<file path="src/rtl/tm_pkg.sv">
package tm_pkg;

  // Register byte offsets; software relies on these positions.
  localparam logic [11:0] OFS_STATUS = 12'h100;
  localparam logic [11:0] OFS_FLGCLR = 12'h108;
  localparam logic [11:0] OFS_IRQEN  = 12'h10C;
  localparam logic [11:0] OFS_RUN    = 12'h280;
  localparam logic [11:0] OFS_CNTCLR = 12'h284;
  localparam logic [11:0] OFS_COUNT  = 12'h288;
  localparam logic [11:0] OFS_LIMIT  = 12'h290;

  // Status flag positions.
  localparam int unsigned FLG_LIMIT = 0;
  localparam int unsigned FLG_CARRY = 1;
  localparam int unsigned FLG_W     = 2;

  typedef logic [FLG_W-1:0] tm_flags_t;

endpackage

</file>
<file path="src/rtl/tm_rst_sync.sv">
module tm_rst_sync #(
  parameter int unsigned STAGES = 2
) (
  input  logic clk,
  input  logic rst_n,
  output logic rst_q_n
);

  logic [STAGES-1:0] sync_q;
  logic [STAGES-1:0] sync_d;

  always_comb begin
    sync_d = {sync_q[STAGES-2:0], 1'b1};
  end

  always_ff @(posedge clk or negedge rst_n) begin
    if (!rst_n) begin
      sync_q <= '0;
    end else begin
      sync_q <= sync_d;
    end
  end

  assign rst_q_n = sync_q[STAGES-1];

endmodule

</file>
<file path="src/rtl/tm_regfile.sv">
module tm_regfile
  import tm_pkg::*;
#(
  parameter int unsigned ADDR_W = 12,
  parameter int unsigned DATA_W = 32,
  parameter int unsigned CNT_W  = 32
) (
  input  logic              clk,
  input  logic              rst_n,
  input  logic              bus_wr,
  input  logic [ADDR_W-1:0] bus_addr,
  input  logic [DATA_W-1:0] bus_wdata,
  output logic [DATA_W-1:0] bus_rdata,
  input  logic [CNT_W-1:0]  count,
  input  tm_flags_t         flags,
  output logic              run,
  output logic              irq_en,
  output logic [CNT_W-1:0]  limit,
  output logic              cnt_clr,
  output tm_flags_t         flg_clr
);

  logic sel_status, sel_flgclr, sel_irqen, sel_run;
  logic sel_cntclr, sel_count, sel_limit;

  logic             run_q, run_d;
  logic             irq_en_q, irq_en_d;
  logic [CNT_W-1:0] limit_q, limit_d;

  // Address decode
  always_comb begin
    sel_status = (bus_addr == ADDR_W'(OFS_STATUS));
    sel_flgclr = (bus_addr == ADDR_W'(OFS_FLGCLR));
    sel_irqen  = (bus_addr == ADDR_W'(OFS_IRQEN));
    sel_run    = (bus_addr == ADDR_W'(OFS_RUN));
    sel_cntclr = (bus_addr == ADDR_W'(OFS_CNTCLR));
    sel_count  = (bus_addr == ADDR_W'(OFS_COUNT));
    sel_limit  = (bus_addr == ADDR_W'(OFS_LIMIT));
  end

  // Next state of the control registers
  always_comb begin
    run_d    = run_q;
    irq_en_d = irq_en_q;
    limit_d  = limit_q;
    if (bus_wr) begin
      if (sel_run)   run_d    = bus_wdata[0];
      if (sel_irqen) irq_en_d = bus_wdata[0];
      if (sel_limit) limit_d  = bus_wdata[CNT_W-1:0];
    end
  end

  always_ff @(posedge clk or negedge rst_n) begin
    if (!rst_n) begin
      run_q    <= 1'b0;
      irq_en_q <= 1'b0;
      limit_q  <= '1;
    end else begin
      run_q    <= run_d;
      irq_en_q <= irq_en_d;
      limit_q  <= limit_d;
    end
  end

  // Single-cycle command pulses
  always_comb begin
    cnt_clr = bus_wr && sel_cntclr && bus_wdata[0];
    flg_clr = (bus_wr && sel_flgclr) ? bus_wdata[FLG_W-1:0] : '0;
  end

  // Read mux; clear offsets and holes read zero
  always_comb begin
    bus_rdata = '0;
    if (sel_status)     bus_rdata = DATA_W'(flags);
    else if (sel_irqen) bus_rdata = DATA_W'(irq_en_q);
    else if (sel_run)   bus_rdata = DATA_W'(run_q);
    else if (sel_count) bus_rdata = DATA_W'(count);
    else if (sel_limit) bus_rdata = DATA_W'(limit_q);
  end

  assign run    = run_q;
  assign irq_en = irq_en_q;
  assign limit  = limit_q;

endmodule

</file>
<file path="src/rtl/tm_accum.sv">
module tm_accum #(
  parameter int unsigned CNT_W         = 32,
  parameter int unsigned BYTE_W        = 8,
  parameter bit          WRAP_AT_LIMIT = 1'b0
) (
  input  logic              clk,
  input  logic              rst_n,
  input  logic              run,
  input  logic              cnt_clr,
  input  logic [BYTE_W-1:0] beat_bytes,
  input  logic [CNT_W-1:0]  limit,
  output logic [CNT_W-1:0]  count,
  output logic              hit,
  output logic              carry
);

  localparam int unsigned SUM_W = CNT_W + 1;

  logic [CNT_W-1:0] count_q, count_d;
  logic [SUM_W-1:0] sum;
  logic             reach;
  logic [CNT_W-1:0] step_val;
  logic             step_hit;
  logic             step_carry;

  always_comb begin
    sum   = {1'b0, count_q} + SUM_W'(beat_bytes);
    reach = (sum >= {1'b0, limit});
  end

  generate
    if (WRAP_AT_LIMIT) begin : g_wrap
      always_comb begin
        step_hit   = reach;
        step_carry = 1'b0;
        step_val   = reach ? '0 : sum[CNT_W-1:0];
      end
    end else begin : g_free
      always_comb begin
        step_hit   = reach && (count_q < limit);
        step_carry = sum[CNT_W];
        step_val   = sum[CNT_W-1:0];
      end
    end
  endgenerate

  // Clear overrides accumulation; stopped counter holds.
  always_comb begin
    count_d = count_q;
    hit     = 1'b0;
    carry   = 1'b0;
    if (cnt_clr) begin
      count_d = '0;
    end else if (run) begin
      count_d = step_val;
      hit     = step_hit;
      carry   = step_carry;
    end
  end

  always_ff @(posedge clk or negedge rst_n) begin
    if (!rst_n) begin
      count_q <= '0;
    end else begin
      count_q <= count_d;
    end
  end

  assign count = count_q;

endmodule

</file>
<file path="src/rtl/tm_flags.sv">
module tm_flags
  import tm_pkg::*;
(
  input  logic      clk,
  input  logic      rst_n,
  input  logic      hit,
  input  logic      carry,
  input  tm_flags_t flg_clr,
  input  logic      irq_en,
  output tm_flags_t flags,
  output logic      irq
);

  tm_flags_t flags_q, flags_d, events;

  always_comb begin
    events            = '0;
    events[FLG_LIMIT] = hit;
    events[FLG_CARRY] = carry;
    // New event wins over a clear in the same cycle.
    flags_d = (flags_q & ~flg_clr) | events;
  end

  always_ff @(posedge clk or negedge rst_n) begin
    if (!rst_n) begin
      flags_q <= '0;
    end else begin
      flags_q <= flags_d;
    end
  end

  assign flags = flags_q;
  assign irq   = irq_en && (|flags_q);

endmodule

</file>
<file path="src/rtl/bus_traffic_meter.sv">
module bus_traffic_meter
  import tm_pkg::*;
#(
  parameter int unsigned ADDR_W        = 12,
  parameter int unsigned DATA_W        = 32,
  parameter int unsigned CNT_W         = 32,
  parameter int unsigned BYTE_W        = 8,
  parameter bit          WRAP_AT_LIMIT = 1'b0
) (
  input  logic              clk,
  input  logic              rst_n,
  input  logic              bus_wr,
  input  logic [ADDR_W-1:0] bus_addr,
  input  logic [DATA_W-1:0] bus_wdata,
  output logic [DATA_W-1:0] bus_rdata,
  input  logic [BYTE_W-1:0] beat_bytes,
  output logic              irq
);

  logic             rst_q_n;
  logic             run_w, ien_w, cnt_clr_w, hit_w, carry_w;
  logic [CNT_W-1:0] count_w, limit_w;
  tm_flags_t        flags_w, flg_clr_w;

  tm_rst_sync #(.STAGES(2)) u_rst (
    .clk     (clk),
    .rst_n   (rst_n),
    .rst_q_n (rst_q_n)
  );

  tm_regfile #(
    .ADDR_W (ADDR_W),
    .DATA_W (DATA_W),
    .CNT_W  (CNT_W)
  ) u_regs (
    .clk       (clk),
    .rst_n     (rst_q_n),
    .bus_wr    (bus_wr),
    .bus_addr  (bus_addr),
    .bus_wdata (bus_wdata),
    .bus_rdata (bus_rdata),
    .count     (count_w),
    .flags     (flags_w),
    .run       (run_w),
    .irq_en    (ien_w),
    .limit     (limit_w),
    .cnt_clr   (cnt_clr_w),
    .flg_clr   (flg_clr_w)
  );

  tm_accum #(
    .CNT_W         (CNT_W),
    .BYTE_W        (BYTE_W),
    .WRAP_AT_LIMIT (WRAP_AT_LIMIT)
  ) u_accum (
    .clk        (clk),
    .rst_n      (rst_q_n),
    .run        (run_w),
    .cnt_clr    (cnt_clr_w),
    .beat_bytes (beat_bytes),
    .limit      (limit_w),
    .count      (count_w),
    .hit        (hit_w),
    .carry      (carry_w)
  );

  tm_flags u_flags (
    .clk     (clk),
    .rst_n   (rst_q_n),
    .hit     (hit_w),
    .carry   (carry_w),
    .flg_clr (flg_clr_w),
    .irq_en  (ien_w),
    .flags   (flags_w),
    .irq     (irq)
  );

endmodule

</file>
<file path="config.mk">
export PLATFORM = sky130hd
export DESIGN_NAME = bus_traffic_meter
export DESIGN_NICKNAME = d
export VERILOG_FILES = /design/src/rtl/tm_pkg.sv /design/src/rtl/tm_rst_sync.sv /design/src/rtl/tm_regfile.sv /design/src/rtl/tm_accum.sv /design/src/rtl/tm_flags.sv /design/src/rtl/bus_traffic_meter.sv
export SDC_FILE = /design/constraint.sdc
export NUM_CORES = 1
export LEC_CHECK = 0
export BUFFER_PORTS_ARGS = -buffer_cell sky130_fd_sc_hd__buf_2
export CORE_MARGIN = 3
export CORE_UTILIZATION = 49
export DETAILED_ROUTE_END_ITERATION = 10
export PLACE_DENSITY_LB_ADDON = 0.1
export SLEW_MARGIN = 20
export SYNTH_ARGS = -nofsm -noshare
export SYNTH_HDL_FRONTEND = slang
export SYNTH_SLANG_ARGS = --single-unit
</file>
<file path="constraint.sdc">
create_clock -name clk -period 3.5 [get_ports clk]
set_input_delay 0.175 -clock clk [delete_from_list [all_inputs] [get_ports clk]]
set_output_delay 0.175 -clock clk [all_outputs]
set_load 0.1 [all_outputs]
</file>
==> results of run 1 <==
==> cell type report <==
type	instances	share of cell area (%)
multi-input combinational	501	54.5
sequential	70	26.8
clock inverter	5	0.862
inverter	40	2.25
tap	140	2.62
clock buffer	11	3.78
timing repair buffer	108	9.16
==> worst min-delay path, stage by stage <==
cell and delay, ns:
buf_2 0.07, nand2_1 0.03, o21ai_0 0.06
==> flip-flops by register name (all words and copies together), names as in the netlist <==
name,flops
u_regs.irq_en,1
u_rst.sync_q,2
u_flags.flags,2
u_accum.count,32
u_regs.limit,32
u_regs.run,1
==> routing by layer <==
layer,part of all wire (%),global-route usage (%),vias to the layer above
met3,5.7,3.93,28
li1,-,-,2520
met4,2.4,8.79,0
met2,45,38.8,144
met1,47,34.2,2458
met5,0,0,-
==> cells by family after synthesis <==
kind of cell / Yosys count / synth area share (%)
xor+xnor: 43 / 6.60
fa+ha+maj: 72 / 15.9
buf+inv: 75 / 6.68
other cells: 1 / 0.0657
simple gates: 218 / 19.1
flops: 70 / 31.4
mux: 12 / 2.17
compound gates: 155 / 18.1
==> timing repair <==
item | CTS | global route
setup buffers | 0 | 1
pin swaps | 1 | 5
hold endpoints to repair | 2 | 0
setup endpoints to repair | 1 | 1
gates resized for setup | 1 | 22
hold buffers | 1 | 0
==> worst max path at each step <==
stage	from	slack, ns	depth (start not counted)	to
after floorplan	u_accum.count[0]$_DFFE_PN0P_	0.25	17	u_flags.flags[0]$_DFF_PN0_
after global placement	u_accum.count[0]$_DFFE_PN0P_	0.16	17	u_flags.flags[0]$_DFF_PN0_
after detailed placement	u_accum.count[0]$_DFFE_PN0P_	0.01	17	u_flags.flags[0]$_DFF_PN0_
after CTS	u_accum.count[0]$_DFFE_PN0P_	0.007	17	u_flags.flags[0]$_DFF_PN0_
after global routing	u_accum.count[0]$_DFFE_PN0P_	-0.04	17	u_flags.flags[0]$_DFF_PN0_
final	u_accum.count[0]$_DFFE_PN0P_	0.18	17	u_flags.flags[0]$_DFF_PN0_
==> cell usage after synthesis, types with 4 or more instances <==
cell type,count,area share [%]
a211oi_1,5,0.66
a21o_1,10,1.3
a21oi_1,26,2.3
a22o_1,29,4.4
and2_1,4,0.44
buf_2,13,1.1
buf_4,4,0.53
buf_6,5,0.99
clkbuf_1,8,0.53
dfrtp_1,38,17
dfstp_2,32,15
ha_1,71,16
inv_1,40,2.6
mux2i_1,9,1.6
nand2_1,57,3.7
nand2b_1,4,0.44
nand3_1,20,1.8
nand4_1,23,2.5
nor2_1,48,3.2
nor2b_1,4,0.44
nor3_1,22,1.9
nor4_1,5,0.55
o21a_1,4,0.53
o21ai_0,48,4.2
o31ai_1,11,1.4
or3_1,9,0.99
or4_1,5,0.66
xnor2_1,22,3.4
xor2_1,21,3.2
==> stage by stage <==
stage / TNS [ns] / util [%]
after floorplan: 0 / -
after global placement: 0 / 56.2
after CTS: 0 / 59.1
final: 0 / 60.0
after detailed placement: 0 / 56.2
after global routing: -0.0425 / 60.0
==> placed cells by master (no fill, tap or decap), drive strengths merged, types with 5 or more instances in the layout <==
cell,n
o21ai,49
a211oi,5
dfstp,32
nand2,57
buf,107
clkbuf,11
o31ai,11
xor2,21
inv,40
ha,71
a22o,30
xnor2,22
or4,7
mux2i,9
nand4,23
a21o,10
dfrtp,38
nor4,6
nor3,22
nor2,48
nand3,21
or3,9
a21oi,27
==> power by group through the flow <==
stage	combinational (uW)	clock, uW	sequential, uW
4_1_cts	167	967	841
3_3_place_gp	160	0	853
2_1_floorplan	89.2	0	853
6_report	173	944	841
3_5_place_dp	163	0	854
5_1_grt	194	994	844
==> metrics, run 1 <==
CTS tree=done; IO Port Bufs=87; HPWL after DPL=11.7 mm; CP endpoint kind=register; TritonCTS buffer count=9; flop2flop setup slack=0.18 ns; Worst-Margin Slew=0.978 ns; vias in the first global route=5172; fillers=1025; ys flop type=dfrtp_1; WP data arrival=3.51 ns; Post-Route Skew=0.00566 ns; Area after DPL=6250 um^2; dpl ws=0.0108 ns; R2R cell count=17; max-slew violation count=0; Crit Path Category=register to register; Initial DRT Pass Iterations=5; Max Cap Violations=0; count of cell types in the netlist=61; fin cells=875; GR Overflow Total=0; Slew HR=34.8%; min-delay src=bus_wdata[26]; Seq/Total Area, Yosys=31.4%; routed len/inst=17.8 um; Syn Nets=773; Post-synth EDFFs=0; sequential share of power=43.0%; switch share=23.8%; Hold Worst Slack=0.0388 ns; critical path fanouts, max=11; total core area=11100 um^2; Clock Pin Slew Worst Setup and Hold Paths=0.06 ns; Die Wd=114 um; Crit Reg-Reg Endpoint=u_flags.flags[0]$_DFF_PN0_; Sw Pwr=467 uW; initial DRC count=194; worst-skew pair later-pin latency=0.34 ns; Total Wirelength=15.6 mm; crit-path cells=ha_4 -> inv_1 -> fa_2 -> nor2b_2 -> o2111ai_2 -> nand3_1 -> nand2_1 -> buf_6 -> nor2_2 -> xor2_1 -> ha_1 -> a211oi_1 -> nor2_1 -> o31ai_1 -> a21oi_1 -> a221oi_2 -> a32oi_1; Final period util=94.8%; worst vdd ir=0.256 mV; CP startpoint kind=register; Hold EP=u_regs.limit[26]$_DFFE_PN1P_; multi-input logic area=3640 um^2; Int Power=1490 uW; Root Buffer=clkbuf_16; Design Power=1960 uW; post-synth design cell area=5710 um^2; CP Buf/Inv Count=2; RR Startpoint=u_accum.count[0]$_DFFE_PN0P_; worst endpoint required time=3.70 ns; Max Clock Freq=302 MHz; layout cells sized above 1=25.4%; Clock Power Share=48.2%; crit path max-delay cell type=dfrtp_1; setup violators final=0; maximum clock path buffer count=2; clk sink count=70; setup ws final=0.184 ns; total track usage=24.6%; DRC Markers=0; static leakage=0.00354 uW; Placed Cells=857; Initial Utilization=51.3%; Fin. Hold Viols=0; register area=1790 um^2; Mapped Cells=646; Worst Hold Class=input port to register; ANT nets after route=0; number of placement rows=38; ant diodes=0; largest net degree at the start of global routing=43; layout net count=857; worst hold stages=3; routed via count=5150; Via-to-Cell Ratio=5.89; H-tree lvl count=3; Comb pwr share=8.8%; YS warnings=0; Tmin final=3.32 ns; number of synthesized register bits=70; die height=114 um; CP delay by family, top=compound AO/OA/AOI/OAI gates; final instance area=6680 um^2; syn_area_per_cell=8.84 um^2; PwrDens=293 nW/um^2; I/O pin cnt=88; ys async rst share=100%; status=complete, no violations; global-route wire length before repair=25.5 mm; final RePlAce weighted congestion=0.937; initial antenna violation count=0; Area growth syn-to-layout=17.0%; die area=13000 um^2; Worst path max stage delay=0.40 ns
(Power assumes the default switching activity.)
==> run 2, diff against run 1 <==
--- a/config.mk
+++ b/config.mk
@@ -13,4 +13,5 @@
 export SLEW_MARGIN = 20
 export SYNTH_ARGS = -nofsm -noshare
 export SYNTH_HDL_FRONTEND = slang
+export SYNTH_HIERARCHICAL = 1
 export SYNTH_SLANG_ARGS = --single-unit
==> run 2 against run 1 <==
- cell count rose by 5.7%
- combinational power rose by 89%
- count of clock-buffer cells in the layout did not move
- largest power group unchanged
==> metrics, run 2 <==
status=complete, no violations (unchanged); HPWL after DPL=13.4 mm (was 11.7 mm); Max Clock Freq=288 MHz (was 302 MHz); PwrDens=295 nW/um^2 (was 293 nW/um^2); ANT nets after route=0 (unchanged); number of synthesized register bits=70 (unchanged); Crit Path Category=register to register (unchanged); global-route wire length before repair=28.1 mm (was 25.5 mm); Worst-Margin Slew=0.868 ns (was 0.978 ns); routed len/inst=19.0 um (was 17.8 um); Worst Hold Class=input port to register (unchanged); routed via count=5357 (was 5150); layout net count=879 (was 857); Worst path max stage delay=0.36 ns (was 0.40 ns); Area growth syn-to-layout=20.0% (was 17.0%); worst vdd ir=0.218 mV (was 0.256 mV); ant diodes=0 (unchanged); Die Wd=119 um (was 114 um); CP delay by family, top=compound AO/OA/AOI/OAI gates (unchanged); total core area=12200 um^2 (was 11100 um^2); Syn Nets=765 (was 773); YS warnings=6 (was 0); die height=119 um (was 114 um); Seq/Total Area, Yosys=28.8% (was 31.4%); Via-to-Cell Ratio=5.79 (was 5.89); Root Buffer=clkbuf_16 (unchanged); Initial DRT Pass Iterations=5 (unchanged); Max Cap Violations=0 (unchanged); I/O pin cnt=88 (unchanged); Initial Utilization=50.9% (was 51.3%); Final period util=99.2% (was 94.8%); IO Port Bufs=87 (unchanged); Post-synth EDFFs=0 (unchanged); GR Util met2=39.9% (was 38.8%); most frequent cell after synthesis=ha_1 (unchanged); setup violators final=0 (unchanged); max-slew violation count=0 (unchanged); GR Overflow Total=0 (unchanged); worst endpoint required time=3.78 ns (was 3.70 ns); Slew HR=42.1% (was 34.8%); ys flop type=dfrtp_1 (unchanged); synth top area cells=dfrtp_1 (15%), ha_1 (14%), dfstp_2 (14%), mux2_4 (7.2%), a22o_1 (4.2%) (was dfrtp_1 (17%), ha_1 (16%), dfstp_2 (15%), a22o_1 (4.4%), o21ai_0 (4.2%)); vias in the first global route=5517 (was 5172); ys async rst share=100% (unchanged); cell accounting for the most synthesized area=dfrtp_1 (unchanged); Hold Worst Slack=0.0607 ns (was 0.0388 ns); TritonCTS buffer count=9 (unchanged); total track usage=25.1% (was 24.6%); die area=14100 um^2 (was 13000 um^2); RSZ-0062 raised after global routing=true; static leakage=0.00353 uW (was 0.00354 uW); most common cell after layout, fill and taps aside=buf_2 (unchanged); count of cell types in the netlist=78 (was 61); CP Buf/Inv Count=2 (unchanged); Clock Pin Slew Worst Setup and Hold Paths=0.06 ns (about the same); initial DRC count=363 (was 194); initial antenna violation count=0 (unchanged); Post-Route Skew=0.00820 ns (was 0.00566 ns); post-synth design cell area=6220 um^2 (was 5710 um^2); GR Layer Usage met1=34.9% (was 34.2%); Mapped Cells=638 (was 646); CP endpoint kind=register (unchanged); critical path fanouts, max=4 (was 11); WP data arrival=3.75 ns (was 3.51 ns); most frequent cells in the layout=buf_2 (87), ha_1 (67), nor2_1 (48) (was buf_2 (87), ha_1 (70), nand2_1 (57)); fillers=1096 (was 1025); Tmin final=3.47 ns (was 3.32 ns); final RePlAce weighted congestion=0.944 (was 0.937); Design Power=2200 uW (was 1960 uW); post-synth top area share=15.3% (was 16.7%); clk sink count=70 (unchanged); maximum clock path buffer count=2 (unchanged); Fin. Hold Viols=0 (unchanged); DRC Markers=0 (unchanged); worst-skew pair later-pin latency=0.34 ns (about the same); layout cells sized above 1=35.4% (was 25.4%); H-tree lvl count=3 (unchanged); M3 GR Usage=3.30% (was 3.93%); CTS tree=done (unchanged); final core utilization=61.1% (was 60.0%); Sum Neg Setup Slack=0 ns (unchanged); syn_area_per_cell=9.75 um^2 (was 8.84 um^2); largest net degree at the start of global routing=40 (was 43); gr busiest metal=met2 (unchanged); synth cell count leaders=ha_1 (71), nor2_1 (52), inv_1 (44) (was ha_1 (71), nand2_1 (57), nor2_1 (48), o21ai_0 (48), inv_1 (40)); crit path max-delay cell type=dfrtp_1 (unchanged); Total Wirelength=17.6 mm (was 15.6 mm); CP startpoint kind=register (unchanged); crit-path cells=ha_2 -> inv_1 -> fa_2 -> nor2b_2 -> o31a_1 -> o21a_2 -> nand3_2 -> nor2_2 -> xor2_1 -> ha_1 -> nand4_1 -> nor4_2 -> buf_4 -> nand4_1 -> o221ai_2 -> a211oi_2 -> a211oi_2 -> a21o_1 (was ha_4 -> inv_1 -> fa_2 -> nor2b_2 -> o2111ai_2 -> nand3_1 -> nand2_1 -> buf_6 -> nor2_2 -> xor2_1 -> ha_1 -> a211oi_1 -> nor2_1 -> o31ai_1 -> a21oi_1 -> a221oi_2 -> a32oi_1); number of placement rows=40 (was 38)
-- run 2: cell count changes after synthesis, moves of 5 or more --
cell       change
mux2_4        +30
o21ai_0       -29
nand2_1       -27
o31ai_1       -11
and3_1         +9
nor3_1         -9
xnor2_1        +8
xor2_1         -8
a21oi_1        +7
buf_2          -7
nand4_1        -7
a2111oi_2      +5
-- run 2: worst register-to-register path, cell delays in order, from the launching register on --
cell and delay, ns:
dfrtp_1 0.36, ha_2 0.19, inv_1 0.05, fa_2 0.35, nor2b_2 0.15, o31a_1 0.20
o21a_2 0.20, nand3_2 0.16, nor2_2 0.16, xor2_1 0.09, ha_1 0.31, nand4_1 0.12
nor4_2 0.24, buf_4 0.16, nand4_1 0.11, o221ai_2 0.16, a211oi_2 0.10, a211oi_2 0.21
a21o_1 0.11
-- run 2: stage by stage --
stage,setup WS (ns),cells,instance area [um^2]
after floorplan,0.156,638,6220
after global placement,0.0273,904,6990
after detailed placement,-0.122,904,6990
after CTS,0.0361,921,7360
after global routing,-0.200,925,7460
final,0.0267,925,7460
-- run 2: what timing repair did --
item | CTS | global route
resized for setup | 6 | 10
hold buffers | 1 | 0
gates cloned | 0 | 0
endpoints found under the setup margin | 1 | 1
pin swaps | 8 | 11
buffers inserted | 0 | 4
endpoints found under the hold margin | 2 | 0
-- run 2: power breakdown --
group | switching (uW) | leakage [uW] | internal (uW)
clock network | 353 | 0.000171 | 685
logic | 184 | 0.00251 | 143
registers | 17.0 | 0.000842 | 822
total | 554 | 0.00353 | 1650
-- run 2: logic make-up after synthesis --
family / synth area share, %
simple gates: 18.6
compound gates: 16.3
fa+ha+maj: 14.6
buf+inv: 5.61
flops: 28.8
xor+xnor: 6.32
mux: 9.63
other cells: 0.0603
-- run 2: path summary, 6_finish.rpt --
kind,start,to,slack [ns],cells after the start
setup reg to reg,u_accum/count[0]$_DFFE_PN0P_,u_flags/flags[0]$_DFF_PN0_,0.03,18
hold / removal,bus_wdata[26],u_regs/limit[26]$_DFFE_PN1P_,0.06,2
max in group asynchronous,u_rst/sync_q[1]$_DFF_PN0_,u_regs/limit[10]$_DFFE_PN1P_,2.17,1
min in group asynchronous,rst_n,u_rst/sync_q[0]$_DFF_PN0_,0.14,2
setup / recovery,u_accum/count[0]$_DFFE_PN0P_,u_flags/flags[0]$_DFF_PN0_,0.03,18
hold reg to reg,u_rst/sync_q[0]$_DFF_PN0_,u_rst/sync_q[1]$_DFF_PN0_,0.36,0
-- run 2: cell type report --
class	instances	area (um^2)	area share, %
repair buffers	130	773	10.4
flip-flops and latches	70	1790	24.0
well taps	168	210	2.82
clock buffers	11	264	3.54
multi-input cells	496	4170	55.9
inverters	45	169	2.26
clock inverters	5	78.8	1.06
-- run 2: layer usage --
metal | wire length [um] | vias to the layer above
li1 | - | 2556
met1 | 8140 | 2564
met2 | 7920 | 200
met3 | 1070 | 37
met4 | 443 | 0
met5 | 0 | -
==> run 3, diff against run 2 <==
--- a/config.mk
+++ b/config.mk
@@ -6,8 +6,10 @@
 export NUM_CORES = 1
 export LEC_CHECK = 0
 export BUFFER_PORTS_ARGS = -buffer_cell sky130_fd_sc_hd__buf_2
+export CELL_PAD_IN_SITES_DETAIL_PLACEMENT = 1
+export CELL_PAD_IN_SITES_GLOBAL_PLACEMENT = 2
 export CORE_MARGIN = 3
-export CORE_UTILIZATION = 49
+export CORE_UTILIZATION = 40
 export DETAILED_ROUTE_END_ITERATION = 10
 export PLACE_DENSITY_LB_ADDON = 0.1
 export SLEW_MARGIN = 20
==> run 3 against run 2 <==
- total power is 3.4% higher
- count of clock-buffer cells in the layout is 1 lower
- sequential cell count stayed put
- die area is 21% higher
- worst setup slack worse by 0.16 ns
- the run now ends with setup timing left
- routed wire length is 17% higher
- critical path depth is 2 higher
- worst hold slack worse by 0.010 ns
==> metrics, run 3 (synthesis results as in run 2) <==
max-slew violation count=0 (unchanged); CP startpoint kind=register (unchanged); routed len/inst=21.4 um (was 19.0 um); violated checks=setup timing; Hold Worst Slack=0.0503 ns (was 0.0607 ns); Area growth syn-to-layout=23.5% (was 20.0%); layout net count=896 (was 879); Max Clock Freq=275 MHz (was 288 MHz); switch share=27.7% (was 25.2%); ant diodes=0 (unchanged); Critical Path Sink=u_flags/flags[0]$_DFF_PN0_ (unchanged); Crit Reg-Reg Endpoint=u_flags/flags[0]$_DFF_PN0_ (unchanged); total track usage=24.8% (was 25.1%); Tmin final=3.63 ns (was 3.47 ns); I/O pin cnt=88 (unchanged); RSZ-0062 raised after global routing=true (unchanged); Worst Hold Class=input port to register (unchanged); crit path max-delay cell type=dfrtp_1 (unchanged); static leakage=0.00363 uW (was 0.00353 uW); Die Wd=131 um (was 119 um); total core area=14900 um^2 (was 12200 um^2); Sw Pwr=631 uW (was 554 uW); crit path from=u_accum/count[0]$_DFFE_PN0P_ (unchanged); Crit Path Category=register to register (unchanged); ANT nets after route=0 (unchanged); Initial DRT Pass Iterations=5 (unchanged); Placed Cells=932 (was 904); sequential share of power=36.6% (was 38.1%); gr busiest metal=met2 (unchanged); DRC Markers=0 (unchanged); number of placement rows=44 (was 40); GR Overflow Total=0 (unchanged); PwrDens=297 nW/um^2 (was 295 nW/um^2); crit-path cells=ha_2 -> inv_2 -> fa_2 -> nor2b_2 -> o31a_1 -> buf_6 -> o21ai_4 -> nor2_4 -> buf_6 -> nand3_4 -> xnor2_4 -> ha_4 -> nand4_1 -> nor4_2 -> buf_4 -> nand4_1 -> o221ai_2 -> a211oi_2 -> a211oi_2 -> a21o_1 (was ha_2 -> inv_1 -> fa_2 -> nor2b_2 -> o31a_1 -> o21a_2 -> nand3_2 -> nor2_2 -> xor2_1 -> ha_1 -> nand4_1 -> nor4_2 -> buf_4 -> nand4_1 -> o221ai_2 -> a211oi_2 -> a211oi_2 -> a21o_1); R2R cell count=20 (was 18); Clock Pin Slew Worst Setup and Hold Paths=0.06 ns (about the same); worst hold stages=2 (unchanged); worst vdd ir=0.213 mV (was 0.218 mV); setup violators final=1 (was 0); CTS tree=done (unchanged); RR Startpoint=u_accum/count[0]$_DFFE_PN0P_ (unchanged); CP endpoint kind=register (unchanged); M3 GR Usage=3.62% (was 3.30%); flop2flop setup slack=-0.13 ns (was 0.03 ns); fin cells=958 (was 925); IO Port Bufs=87 (unchanged); most common cell after layout, fill and taps aside=buf_2 (unchanged); Root Buffer=clkbuf_16 (unchanged); Total Wirelength=20.5 mm (was 17.6 mm); layout cells sized above 1=37.5% (was 35.4%); TritonCTS buffer count=9 (unchanged); routed via count=5539 (was 5357); Clock Power Share=47.4% (was 47.1%); global-route wire length before repair=32.5 mm (was 28.1 mm); largest net degree at the start of global routing=41 (was 40); Worst path max stage delay=0.36 ns (about the same); Worst-Margin Slew=0.696 ns (was 0.868 ns); worst endpoint required time=3.79 ns (was 3.78 ns); die area=17100 um^2 (was 14100 um^2); Int Power=1650 uW (about the same); most frequent cells in the layout=buf_2 (87), ha_1 (69), buf_4 (56) (was buf_2 (87), ha_1 (67), nor2_1 (48)); Post-Route Skew=0.0104 ns (was 0.00820 ns); Initial Utilization=41.9% (was 50.9%); final core utilization=51.7% (was 61.1%); Sum Neg Setup Slack=-0.130 ns (was 0 ns); Max Cap Violations=0 (unchanged); Comb pwr share=15.9% (was 14.8%); Final period util=104% (was 99.2%); clk sink count=70 (unchanged); dpl ws=-0.244 ns (was -0.122 ns); WP data arrival=3.92 ns (was 3.75 ns); final RePlAce weighted congestion=0.871 (was 0.944); critical path fanouts, max=3 (was 4); fillers=1718 (was 1096); Slew HR=53.6% (was 42.1%); register area=1790 um^2 (unchanged); initial DRC count=291 (was 363); setup ws final=-0.130 ns (was 0.0267 ns); maximum clock path buffer count=2 (unchanged); status=finished with violations (was complete, no violations); GR Util met2=38.7% (was 39.9%); worst-skew pair later-pin latency=0.35 ns (was 0.34 ns); Via-to-Cell Ratio=5.78 (was 5.79); HPWL after DPL=15.8 mm (was 13.4 mm); initial antenna violation count=0 (unchanged); vias in the first global route=5811 (was 5517); multi-input logic area=4240 um^2 (was 4170 um^2); Fin. Hold Viols=0 (unchanged); GR Layer Usage met1=36.2% (was 34.9%); H-tree lvl count=3 (unchanged); die height=131 um (was 119 um)
-- run 3: changes by cell type in the layout (fill, tap and decap cells not counted), moves of 2 or more --
| cell | change |
|---|---|
| o21ai_2 | -2 |
| o21ai_4 | +2 |
| buf_6 | +2 |
| ha_1 | +2 |
| ha_4 | -2 |
| nand3_4 | +2 |
| nor2_4 | +2 |
| nor2_1 | -3 |
| buf_4 | +15 |
-- run 3: worst min path at each step --
| stage | start | endpoint | slack, ns |
|---|---|---|---|
| floorplan | rst_n | u_rst/sync_q[0]$_DFF_PN0_ | -0.12 |
| global placement | rst_n | u_rst/sync_q[0]$_DFF_PN0_ | -0.04 |
| detailed placement | rst_n | u_rst/sync_q[0]$_DFF_PN0_ | -0.04 |
| CTS | bus_wdata[22] | u_regs/limit[22]$_DFFE_PN1P_ | 0.04 |
| global route | bus_wdata[22] | u_regs/limit[22]$_DFFE_PN1P_ | 0.04 |
| finish | bus_wdata[22] | u_regs/limit[22]$_DFFE_PN1P_ | 0.05 |
-- run 3: power groups by stage --
| stage | registers [uW] | clock network [uW] | logic (uW) |
|---|---|---|---|
| finish | 835 | 1080 | 363 |
| global route | 837 | 1140 | 396 |
| CTS | 835 | 1100 | 351 |
| detailed placement | 849 | 0 | 328 |
| global placement | 848 | 0 | 317 |
| floorplan | 853 | 0 | 187 |
-- run 3: routing by layer --
layer	part of all wire (%)	vias up
li1	-	2592
met1	49	2794
met2	45	136
met3	4.1	17
met4	1.1	0
met5	0	-
-- run 3: worst max-delay path, delay by kind of cell, from the launching register on --
kind / cells / cell delay [ns]
AO/OA/AOI/OAI: 6 / 0.86
flip-flops: 1 / 0.36
adder cells (fa/ha/maj): 3 / 0.84
buffers and inverters: 4 / 0.46
XOR/XNOR: 1 / 0.16
AND/OR/NAND/NOR: 6 / 0.91
-- run 3: through the flow --
step | power [uW] | area [um^2]
final | 2280 | 7680
after detailed placement | 1180 | 7100
after CTS | 2280 | 7600
after global placement | 1170 | 7100
after global routing | 2370 | 7680
after floorplan | 1040 | 6220
-- run 3: cell type report --
class	instances	area share, %
inverter	45	2.20
multi-input combinational	496	55.2
clock buffer	10	3.26
tap	184	3.00
clock inverter	6	1.19
timing repair buffer	147	11.8
sequential	70	23.3
-- run 3: what timing repair did --
| item | 4_1_cts | 5_1_grt |
|---|---|---|
| hold endpoints to repair | 2 | 0 |
| gates resized for setup | 24 | 10 |
| setup endpoints to repair | 1 | 1 |
| setup buffers | 6 | 3 |
| hold buffers | 1 | 0 |
| pin swaps | 14 | 15 |
